## src/rtl/csum_pkg.sv

```systemverilog
package csum_pkg;

  // Width of slice idx when a w-bit adder is cut into n slices.
  // Any leftover bits go to the lower slices.
  function automatic int slice_w(input int w, input int n, input int idx);
    int base;
    int extra;
    base  = w / n;
    extra = w % n;
    return base + ((idx < extra) ? 1 : 0);
  endfunction

  // Bit position of the lowest bit of slice idx.
  function automatic int slice_lo(input int w, input int n, input int idx);
    int base;
    int extra;
    base  = w / n;
    extra = w % n;
    return idx * base + ((idx < extra) ? idx : extra);
  endfunction

endpackage

```

## src/rtl/csum_ring_adder.sv

```systemverilog
module csum_ring_adder #(
  parameter int W = 16,
  parameter int N = 6
) (
  input  logic         clk,
  input  logic         rst,
  input  logic         clr,
  input  logic         add_en,
  input  logic [W-1:0] din,
  output logic [W-1:0] acc,
  output logic         busy
);
  import csum_pkg::*;

  logic [W-1:0] acc_q;
  logic [W-1:0] acc_nxt;
  logic [N-1:0] cy_q;    // cy_q[i] is the registered carry into slice i
  logic [N-1:0] cout;    // carry out of each slice, this cycle
  logic [W-1:0] addend;

  assign addend = add_en ? din : '0;

  for (genvar g = 0; g < N; g++) begin : g_slice
    localparam int LO = slice_lo(W, N, g);
    localparam int SW = slice_w(W, N, g);
    logic [SW:0] part;
    always_comb begin
      part = {1'b0, acc_q[LO +: SW]} + {1'b0, addend[LO +: SW]}
           + {{SW{1'b0}}, cy_q[g]};
    end
    assign acc_nxt[LO +: SW] = part[SW-1:0];
    assign cout[g]           = part[SW];
  end

  always_ff @(posedge clk) begin
    if (rst || clr) begin
      acc_q <= '0;
      cy_q  <= '0;
    end else begin
      acc_q <= acc_nxt;
      // carries move up one slice; the top one wraps to slice 0
      cy_q  <= {cout[N-2:0], cout[N-1]};
    end
  end

  assign acc  = acc_q;
  assign busy = |cy_q;

endmodule

```

## src/rtl/csum_settle_ctrl.sv

```systemverilog
module csum_settle_ctrl #(
  parameter int SETTLE = 6
) (
  input  logic clk,
  input  logic rst,
  input  logic clr,
  input  logic in_valid,
  input  logic carry_busy,
  output logic ready
);
  localparam int CW = $clog2(SETTLE + 1);

  logic [CW-1:0] idle_cnt;
  logic          ready_q;

  always_ff @(posedge clk) begin
    if (rst || clr || in_valid) begin
      idle_cnt <= '0;
    end else if (idle_cnt < CW'(SETTLE)) begin
      idle_cnt <= idle_cnt + 1'b1;
    end
  end

  always_ff @(posedge clk) begin
    if (rst || clr || in_valid) begin
      ready_q <= 1'b0;
    end else begin
      ready_q <= (idle_cnt >= CW'(SETTLE)) && !carry_busy;
    end
  end

  assign ready = ready_q;

endmodule

```

## src/rtl/csum_fold.sv

```systemverilog
module csum_fold #(
  parameter int LANES = 2,
  parameter int W     = 16
) (
  input  logic                 clk,
  input  logic                 rst,
  input  logic                 clr,
  input  logic [LANES*W-1:0]   lane_acc,
  output logic [W-1:0]         sum
);
  logic [W-1:0] folded;
  logic [W-1:0] sum_q;

  always_comb begin
    logic [W:0] wide;
    folded = '0;
    for (int i = 0; i < LANES; i++) begin
      wide   = {1'b0, folded} + {1'b0, lane_acc[i*W +: W]};
      folded = wide[W-1:0] + {{(W-1){1'b0}}, wide[W]};
    end
  end

  always_ff @(posedge clk) begin
    if (rst || clr) sum_q <= '0;
    else            sum_q <= folded;
  end

  assign sum = sum_q;

endmodule

```

## src/rtl/csum_pipe_acc.sv

```systemverilog
module csum_pipe_acc #(
  parameter int LANES  = 2,
  parameter int LANE_W = 16,
  parameter int SLICES = 6
) (
  input  logic                      clk,
  input  logic                      rst,
  input  logic                      clr,
  input  logic                      in_valid,
  input  logic [LANES*LANE_W-1:0]   in_data,
  output logic [LANE_W-1:0]         sum_out,
  output logic                      sum_ready
);
  localparam int DATA_W = LANES * LANE_W;

  logic [DATA_W-1:0] lane_acc;
  logic [LANES-1:0]  lane_busy;
  logic              carry_busy;

  for (genvar l = 0; l < LANES; l++) begin : g_lane
    csum_ring_adder #(.W(LANE_W), .N(SLICES)) u_ring (
      .clk    (clk),
      .rst    (rst),
      .clr    (clr),
      .add_en (in_valid),
      .din    (in_data[l*LANE_W +: LANE_W]),
      .acc    (lane_acc[l*LANE_W +: LANE_W]),
      .busy   (lane_busy[l])
    );
  end

  assign carry_busy = |lane_busy;

  csum_settle_ctrl #(.SETTLE(SLICES)) u_ctrl (
    .clk        (clk),
    .rst        (rst),
    .clr        (clr),
    .in_valid   (in_valid),
    .carry_busy (carry_busy),
    .ready      (sum_ready)
  );

  csum_fold #(.LANES(LANES), .W(LANE_W)) u_fold (
    .clk      (clk),
    .rst      (rst),
    .clr      (clr),
    .lane_acc (lane_acc),
    .sum      (sum_out)
  );

endmodule

```

## config.mk

```make
export PLATFORM = sky130hd
export DESIGN_NAME = csum_pipe_acc
export DESIGN_NICKNAME = d
export VERILOG_FILES = /design/src/rtl/csum_pkg.sv /design/src/rtl/csum_ring_adder.sv /design/src/rtl/csum_settle_ctrl.sv /design/src/rtl/csum_fold.sv /design/src/rtl/csum_pipe_acc.sv
export SDC_FILE = /design/constraint.sdc
export NUM_CORES = 1
export LEC_CHECK = 0
export BUFFER_PORTS_ARGS = -buffer_cell sky130_fd_sc_hd__buf_4
export CAP_MARGIN = 5
export CORE_ASPECT_RATIO = 1.25
export CORE_MARGIN = 4
export CORE_UTILIZATION = 45
export DETAILED_ROUTE_END_ITERATION = 6
export GPL_TIMING_DRIVEN = 0
export PLACE_DENSITY = 0.76
export REMOVE_ABC_BUFFERS = 1
export SLEW_MARGIN = 15
export SYNTH_ARGS = -nofsm -noshare
export SYNTH_HDL_FRONTEND = slang
export SYNTH_SLANG_ARGS = --single-unit
```

## constraint.sdc

```tcl
create_clock -name clk -period 3.7 [get_ports clk]
set_clock_uncertainty 0.2 [all_clocks]
set_input_delay 0 -clock clk [delete_from_list [all_inputs] [get_ports clk]]
set_output_delay 0 -clock clk [all_outputs]
set_load 0.02 [all_outputs]
```

==> out/results.ini, run 1 <==
[pwr]
power_leakage_nw = 2.31
p_per_area_nw_per_um2 = 299
p_sw_uw = 423
ir_worst_vdd_v = 0.000217
pwr-share-clk_pct = 36.2
internal_power_mw = 1.14
power_frac_comb_pct = 17.4
p_sw_share_pct = 27.0
power_frac_seq_pct = 46.4

[final_layout]
fillers = 769
final_cell_mix = dfxtp_1 (61), buf_4 (59), nor2_1 (53)
diodes = 0
fin_util_pct = 59.2
final_common_cell = dfxtp_1
seq_area_um2 = 1280
synthToLayoutAreaGrowth_pct = 26.3
final_cells = 670
drive_gt1_share_pct = 18.5
fin_nets = 644
multiInputGateArea_um2 = 2670

[die]
die-area_um2 = 10800
die_w_um = 93.8
initial_core_util_pct = 46.9
io_pins = 53
die_height_um = 115
core_area_um2 = 8840
row_count = 38

[cts]
clock_latency_ns = 0.35
cts_buffers = 9
cts_tree = done
clock_sinks = 64
clockBufferDepth = 2
clkTransAtPathRegs_ns = 0.07
cts_max_level = 3
cts_root_buf = clkbuf_8

[grt]
track_usage_pct = 18.1
gr-total-overflow = 0
antenna_found_initial = 0
grt_pass1_vias = 3319
grt_start_max_net_pins = 54
grt_pass1_wl_mm = 15.2

[critical_path]
crit_type = flip-flop to flip-flop
critPathMaxFanout = 6
cp_data_arrival_time_ns = 3.68
critical_path.startpoint_type = flip-flop
crit_path_end_kind = flip-flop
path_buf_inv = 1
required_ns = 3.77
crit_top_cell = a21oi_2
max_stage_delay_ns = 0.50
worstPathCellList = ha_4, inv_2, fa_2, and2b_4, o31ai_4, a211oi_2, o211ai_1, a21oi_2, o21ai_1, nand2b_1, ha_2, and2b_2, nand3_2, or4_4, a21oi_2
cp_slowest_cell = or4_4
critPathTopFamily = simple AND/OR/NAND/NOR gates

[synth]
yosysSeqAreaShare_pct = 30.9
ys.flop_type = dfxtp_1
synth.distinct_cells = 56
syn_area_um2 = 4140
synth_edf_count = 0
synthCells = 458
synth_seq_cells = 64
yosysWarningCount = 0
async_reset_ff_share_pct = 0
avgSynthCellArea_um2 = 9.05

[place]
dp_cells = 614
gp_congestion = 0.825
dpl_worst_slack_ns = -0.367
dp_hpwl_mm = 6.53
port_buffers = 52

[sta]
holdWs_ns = 0.0341
setup_slack_ns = 0.0966
setup_viol = 0
grt_setup_unrepaired = true
fin_crit_sh_pct = 97.4
hold_violations = 0
slew_headroom_pct = 28.2
worst_slew_pin_slew_ns = 1.08
period_needed_ns = 3.60
timing.fmax_ghz = 0.278
finalMaxSlewViolations = 0

[run_status]
status = finished, final reports clean

[detailed_routing]
dr.pass1.iters = 4
viasPerCell = 5.06
drtIter0Drc = 90
ant_nets = 0
vias = 3392
drcViolationCount = 0
wl_per_cell_um = 13.7
drt_wl_total_mm = 9.16

[job]
drv_cap = 0

[hold_path]
hold_class = input pin to flip-flop

## state kept, by name, indices dropped and copies added (netlist names)
name and cells:
g_lane.u_ring.acc 32, g_lane.u_ring.cy_q 12, u_ctrl.idle_cnt 3, u_ctrl.ready 1, u_fold.sum 16
## final timing paths
kind                                         startpoint                 endpoint  slack (ns)  cells past startpoint
worst max-delay path            g_lane[1].u_ring.acc[0]           u_fold.sum[13]         0.1                     15
worst min-delay path                         in_data[7]  g_lane[0].u_ring.acc[7]        0.03                      4
worst max register to register  g_lane[1].u_ring.acc[0]           u_fold.sum[13]         0.1                     15
worst min register to register       u_ctrl.idle_cnt[2]             u_ctrl.ready        0.31                      2
## cell type report
type                       count  share of cell area [%]
clock buffer                   9                    2.37
clock inverter                 5                   0.956
inverter                      43                    3.08
multi-input combinational    335                    51.0
sequential                    64                    24.6
tap                          120                    2.87
timing repair buffer          94                    15.2
## per-layer routing
metal	GRT usage (%)	share of wire [%]	up-vias
met3	3.53	3.5	20
met2	30.5	50	79
met1	21.8	43	1581
met5	0	0	-
li1	-	-	1712
met4	9.34	3.1	0
## per-stage QoR
stage | TNS (ns) | area, um2 | power, mW
final | 0 | 5230 | 1.57
after global routing | -0.0447 | 5230 | 1.65
after CTS | 0 | 5140 | 1.57
after detailed placement | -1.53 | 4600 | 0.975
after global placement | -1.18 | 4600 | 0.965
after floorplan | 0 | 4060 | 0.897
## cell usage after synthesis, types with 2 or more instances
master     instances  share of area, %
nand2_1           32               2.9
clkbuf_1          12               1.1
dfxtp_1           64                31
or3_1              3              0.45
a211oi_1           5              0.91
o21ai_0            8              0.97
nor4_1             2              0.30
fa_1              25                12
o2111ai_1          3              0.63
ha_1              36                11
a221o_1            2              0.48
xnor2_1           19               4.0
inv_1             43               3.9
o211ai_1           2              0.36
nor2b_1            2              0.30
a21o_1            14               2.5
a21oi_1           21               2.5
nand3_1            8              0.97
or2_2              3              0.45
xor2_1             5               1.1
nand2b_1           4              0.60
o31ai_1            2              0.36
nand4_1            6              0.91
mux2i_1            4              0.97
nor2_1            53               4.8
nor3_1            13               1.6
o21a_1             3              0.54
and3_1             6              0.91
and2_1            30               4.5
buf_6              2              0.54
## power by group through the flow
stage | Sequential, mW | Clock [mW] | Combinational [mW]
floorplan | 0.744 | 0 | 0.153
global route | 0.729 | 0.615 | 0.304
global placement | 0.741 | 0 | 0.224
detailed placement | 0.741 | 0 | 0.233
finish | 0.726 | 0.567 | 0.272
CTS | 0.726 | 0.578 | 0.266
## kinds of logic after synthesis
group / share of synthesized area, %
XOR/XNOR: 5.07
flip-flops: 30.9
AND/OR/NAND/NOR: 21.3
adder cells (fa/ha/maj): 22.9
multiplexers: 0.966
AO/OA/AOI/OAI: 12.7
buffers and inverters: 6.04
## worst min-delay path, cell delays in order
cell	delay, ns
buf_4	0.08
and2_1	0.18
fa_1	0.18
and2_1	0.12
## repair_timing
action | CTS | global route
pin swaps | 0 | 10
setup endpoints to repair | 11 | 6
hold endpoints to repair | 49 | 0
cloned | 0 | 0
hold buffers | 35 | 0
resized for setup | 5 | 13
buffers inserted | 0 | 7
No activity file was read; power rests on OpenSTA's default activity.
==> run 2: changes to the inputs <==
--- a/config.mk
+++ b/config.mk
@@ -5,7 +5,7 @@
 export SDC_FILE = /design/constraint.sdc
 export NUM_CORES = 1
 export LEC_CHECK = 0
-export BUFFER_PORTS_ARGS = -buffer_cell sky130_fd_sc_hd__buf_4
+export BUFFER_PORTS_ARGS = -buffer_cell sky130_fd_sc_hd__buf_2
 export CAP_MARGIN = 5
 export CORE_ASPECT_RATIO = 1.25
 export CORE_MARGIN = 4
==> out/results.ini, run 2 (synthesis results as in run 1) <==
[final_layout]
fin_nets = 642
final_cells = 670
diodes = 0
final_cell_mix = dfxtp_1 (60), nor2_1 (53), buf_2 (52)
largest_reg_flops = 32
fin_util_pct = 58.6
final_common_cell = dfxtp_1
synthToLayoutAreaGrowth_pct = 25.0
drive_gt1_share_pct = 19.5

[detailed_routing]
drtIter0Drc = 145
viasPerCell = 5.08
wl_per_cell_um = 13.3
vias = 3404
dr.pass1.iters = 5
drcViolationCount = 0
ant_nets = 0
drt_wl_total_mm = 8.89

[run_status]
status = finished, final reports clean

[pwr]
internal_power_mw = 1.35
p_sw_share_pct = 24.6
power_frac_comb_pct = 14.2
power_frac_seq_pct = 40.7
ir_worst_vdd_v = 0.000202
p_sw_uw = 440
power_mw = 1.79
power_leakage_nw = 2.31
pwr-share-clk_pct = 45.1
p_per_area_nw_per_um2 = 345

[sta]
fin_crit_sh_pct = 96.9
hold_violations = 0
setup_slack_ns = 0.113
fin_tns_setup_ns = 0
finalMaxSlewViolations = 0
grt_setup_unrepaired = true
period_needed_ns = 3.59
slew_headroom_pct = 32.7
timing.fmax_ghz = 0.279
worst_slew_pin_slew_ns = 1.01
setup_viol = 0

[critical_path]
crit_start = g_lane[1].u_ring.acc[0]
critPathMaxFanout = 5
worstRegToRegCells = 15
regToRegSetupSlack_ns = 0.11
critPathTopFamily = simple AND/OR/NAND/NOR gates
worstPathCellList = ha_4, inv_2, fa_2, and2b_4, o31ai_4, a211oi_2, o211ai_1, a21oi_2, o21ai_1, nand2b_1, ha_2, and2b_2, nand3_2, or4_4, a21oi_2
max_stage_delay_ns = 0.51
crit_path_end_kind = flip-flop
cp_slowest_cell = or4_4
crit_top_cell = a21oi_2
reg2reg_from = g_lane[1].u_ring.acc[0]
critical_path.startpoint_type = flip-flop
path_buf_inv = 1
crit_type = flip-flop to flip-flop
required_ns = 3.78
reg2reg_to = u_fold.sum[13]
cp_data_arrival_time_ns = 3.67

[die]
initial_core_util_pct = 46.9
die_height_um = 115
io_pins = 53
row_count = 38
core_area_um2 = 8840
die_w_um = 93.8
die-area_um2 = 10800

[hold_path]
holdPathEnd = g_lane[1].u_ring.acc[1]
hold_depth = 4
hold_class = input pin to flip-flop
hold_start = in_data[17]

[grt]
grt_start_max_net_pins = 54
grt_pass1_vias = 3286
grt_pass1_wl_mm = 14.9
gr-total-overflow = 0
antenna_found_initial = 0
track_usage_pct = 17.4

[cts]
cts_tree = done
clkTransAtPathRegs_ns = 0.07
clockBufferDepth = 2
cts_max_level = 3
cts_buffers = 9
clock_sinks = 64
clock_latency_ns = 0.35
cts_root_buf = clkbuf_8

[place]
dpl_worst_slack_ns = -0.367
dp_hpwl_mm = 6.41
port_buffers = 52
dp_cells = 614
gp_congestion = 0.826

[job]
drv_cap = 0

==> run 2: repair_timing <==
item                       in CTS  in global routing
gates resized for setup         5                 15
hold endpoints to repair       42                  0
cloned                          0                  0
hold buffers                   32                  0
setup buffers                   0                  8
pin swaps                       0                 10
setup endpoints to repair      11                  6
==> run 2: final cells by class <==
| class | instances | area [um2] |
|---|---|---|
| flip-flops and latches | 64 | 1290 |
| clock inverters | 7 | 143 |
| repair buffers | 92 | 641 |
| well taps | 120 | 150 |
| multi-input cells | 335 | 2670 |
| fillers | 780 | 3660 |
| inverters | 43 | 161 |
| clock buffers | 9 | 124 |
==> run 2: worst register-to-register path: stages, from the launching register on <==
cell and delay [ns]:
dfxtp_2 0.36, ha_4 0.14, inv_2 0.04, fa_2 0.40, and2b_4 0.28, o31ai_4 0.08
a211oi_2 0.29, o211ai_1 0.19, a21oi_2 0.21, o21ai_1 0.09, nand2b_1 0.13, ha_2 0.19
and2b_2 0.20, nand3_2 0.10, or4_4 0.51, a21oi_2 0.11
==> run 2: how the worst max path moves through the flow <==
stage                          end  slack (ns)  depth (start not counted)
finish              u_fold.sum[13]        0.11                         15
global route        u_fold.sum[13]       -0.06                         15
CTS                 u_fold.sum[13]        0.05                         14
detailed placement  u_fold.sum[12]       -0.37                         14
global placement    u_fold.sum[12]       -0.32                         14
floorplan           u_fold.sum[12]        0.34                         14
==> run 2: power groups by stage <==
stage / Combinational [mW] / Clock [mW] / Sequential (mW)
2_1_floorplan: 0.153 / 0 / 0.744
3_3_place_gp: 0.211 / 0 / 0.740
3_5_place_dp: 0.221 / 0 / 0.742
4_1_cts: 0.250 / 0.815 / 0.726
5_1_grt: 0.288 / 0.848 / 0.729
6_report: 0.254 / 0.807 / 0.726
==> run 2: metal layers <==
layer	track usage (%)	routed length, um	share of wire, %
met3	2.29	361	4.1
met2	30.1	4470	50
met5	0	0	0
met4	8.09	266	3.0
met1	21.3	3790	43
==> run 2: metrics by stage <==
stage	hold slack, ns	area (um2)
after floorplan	-0.127	4060
after global placement	0.209	4470
after detailed placement	0.212	4470
after CTS	0.0169	5070
after global routing	0.0567	5180
final	0.0124	5180
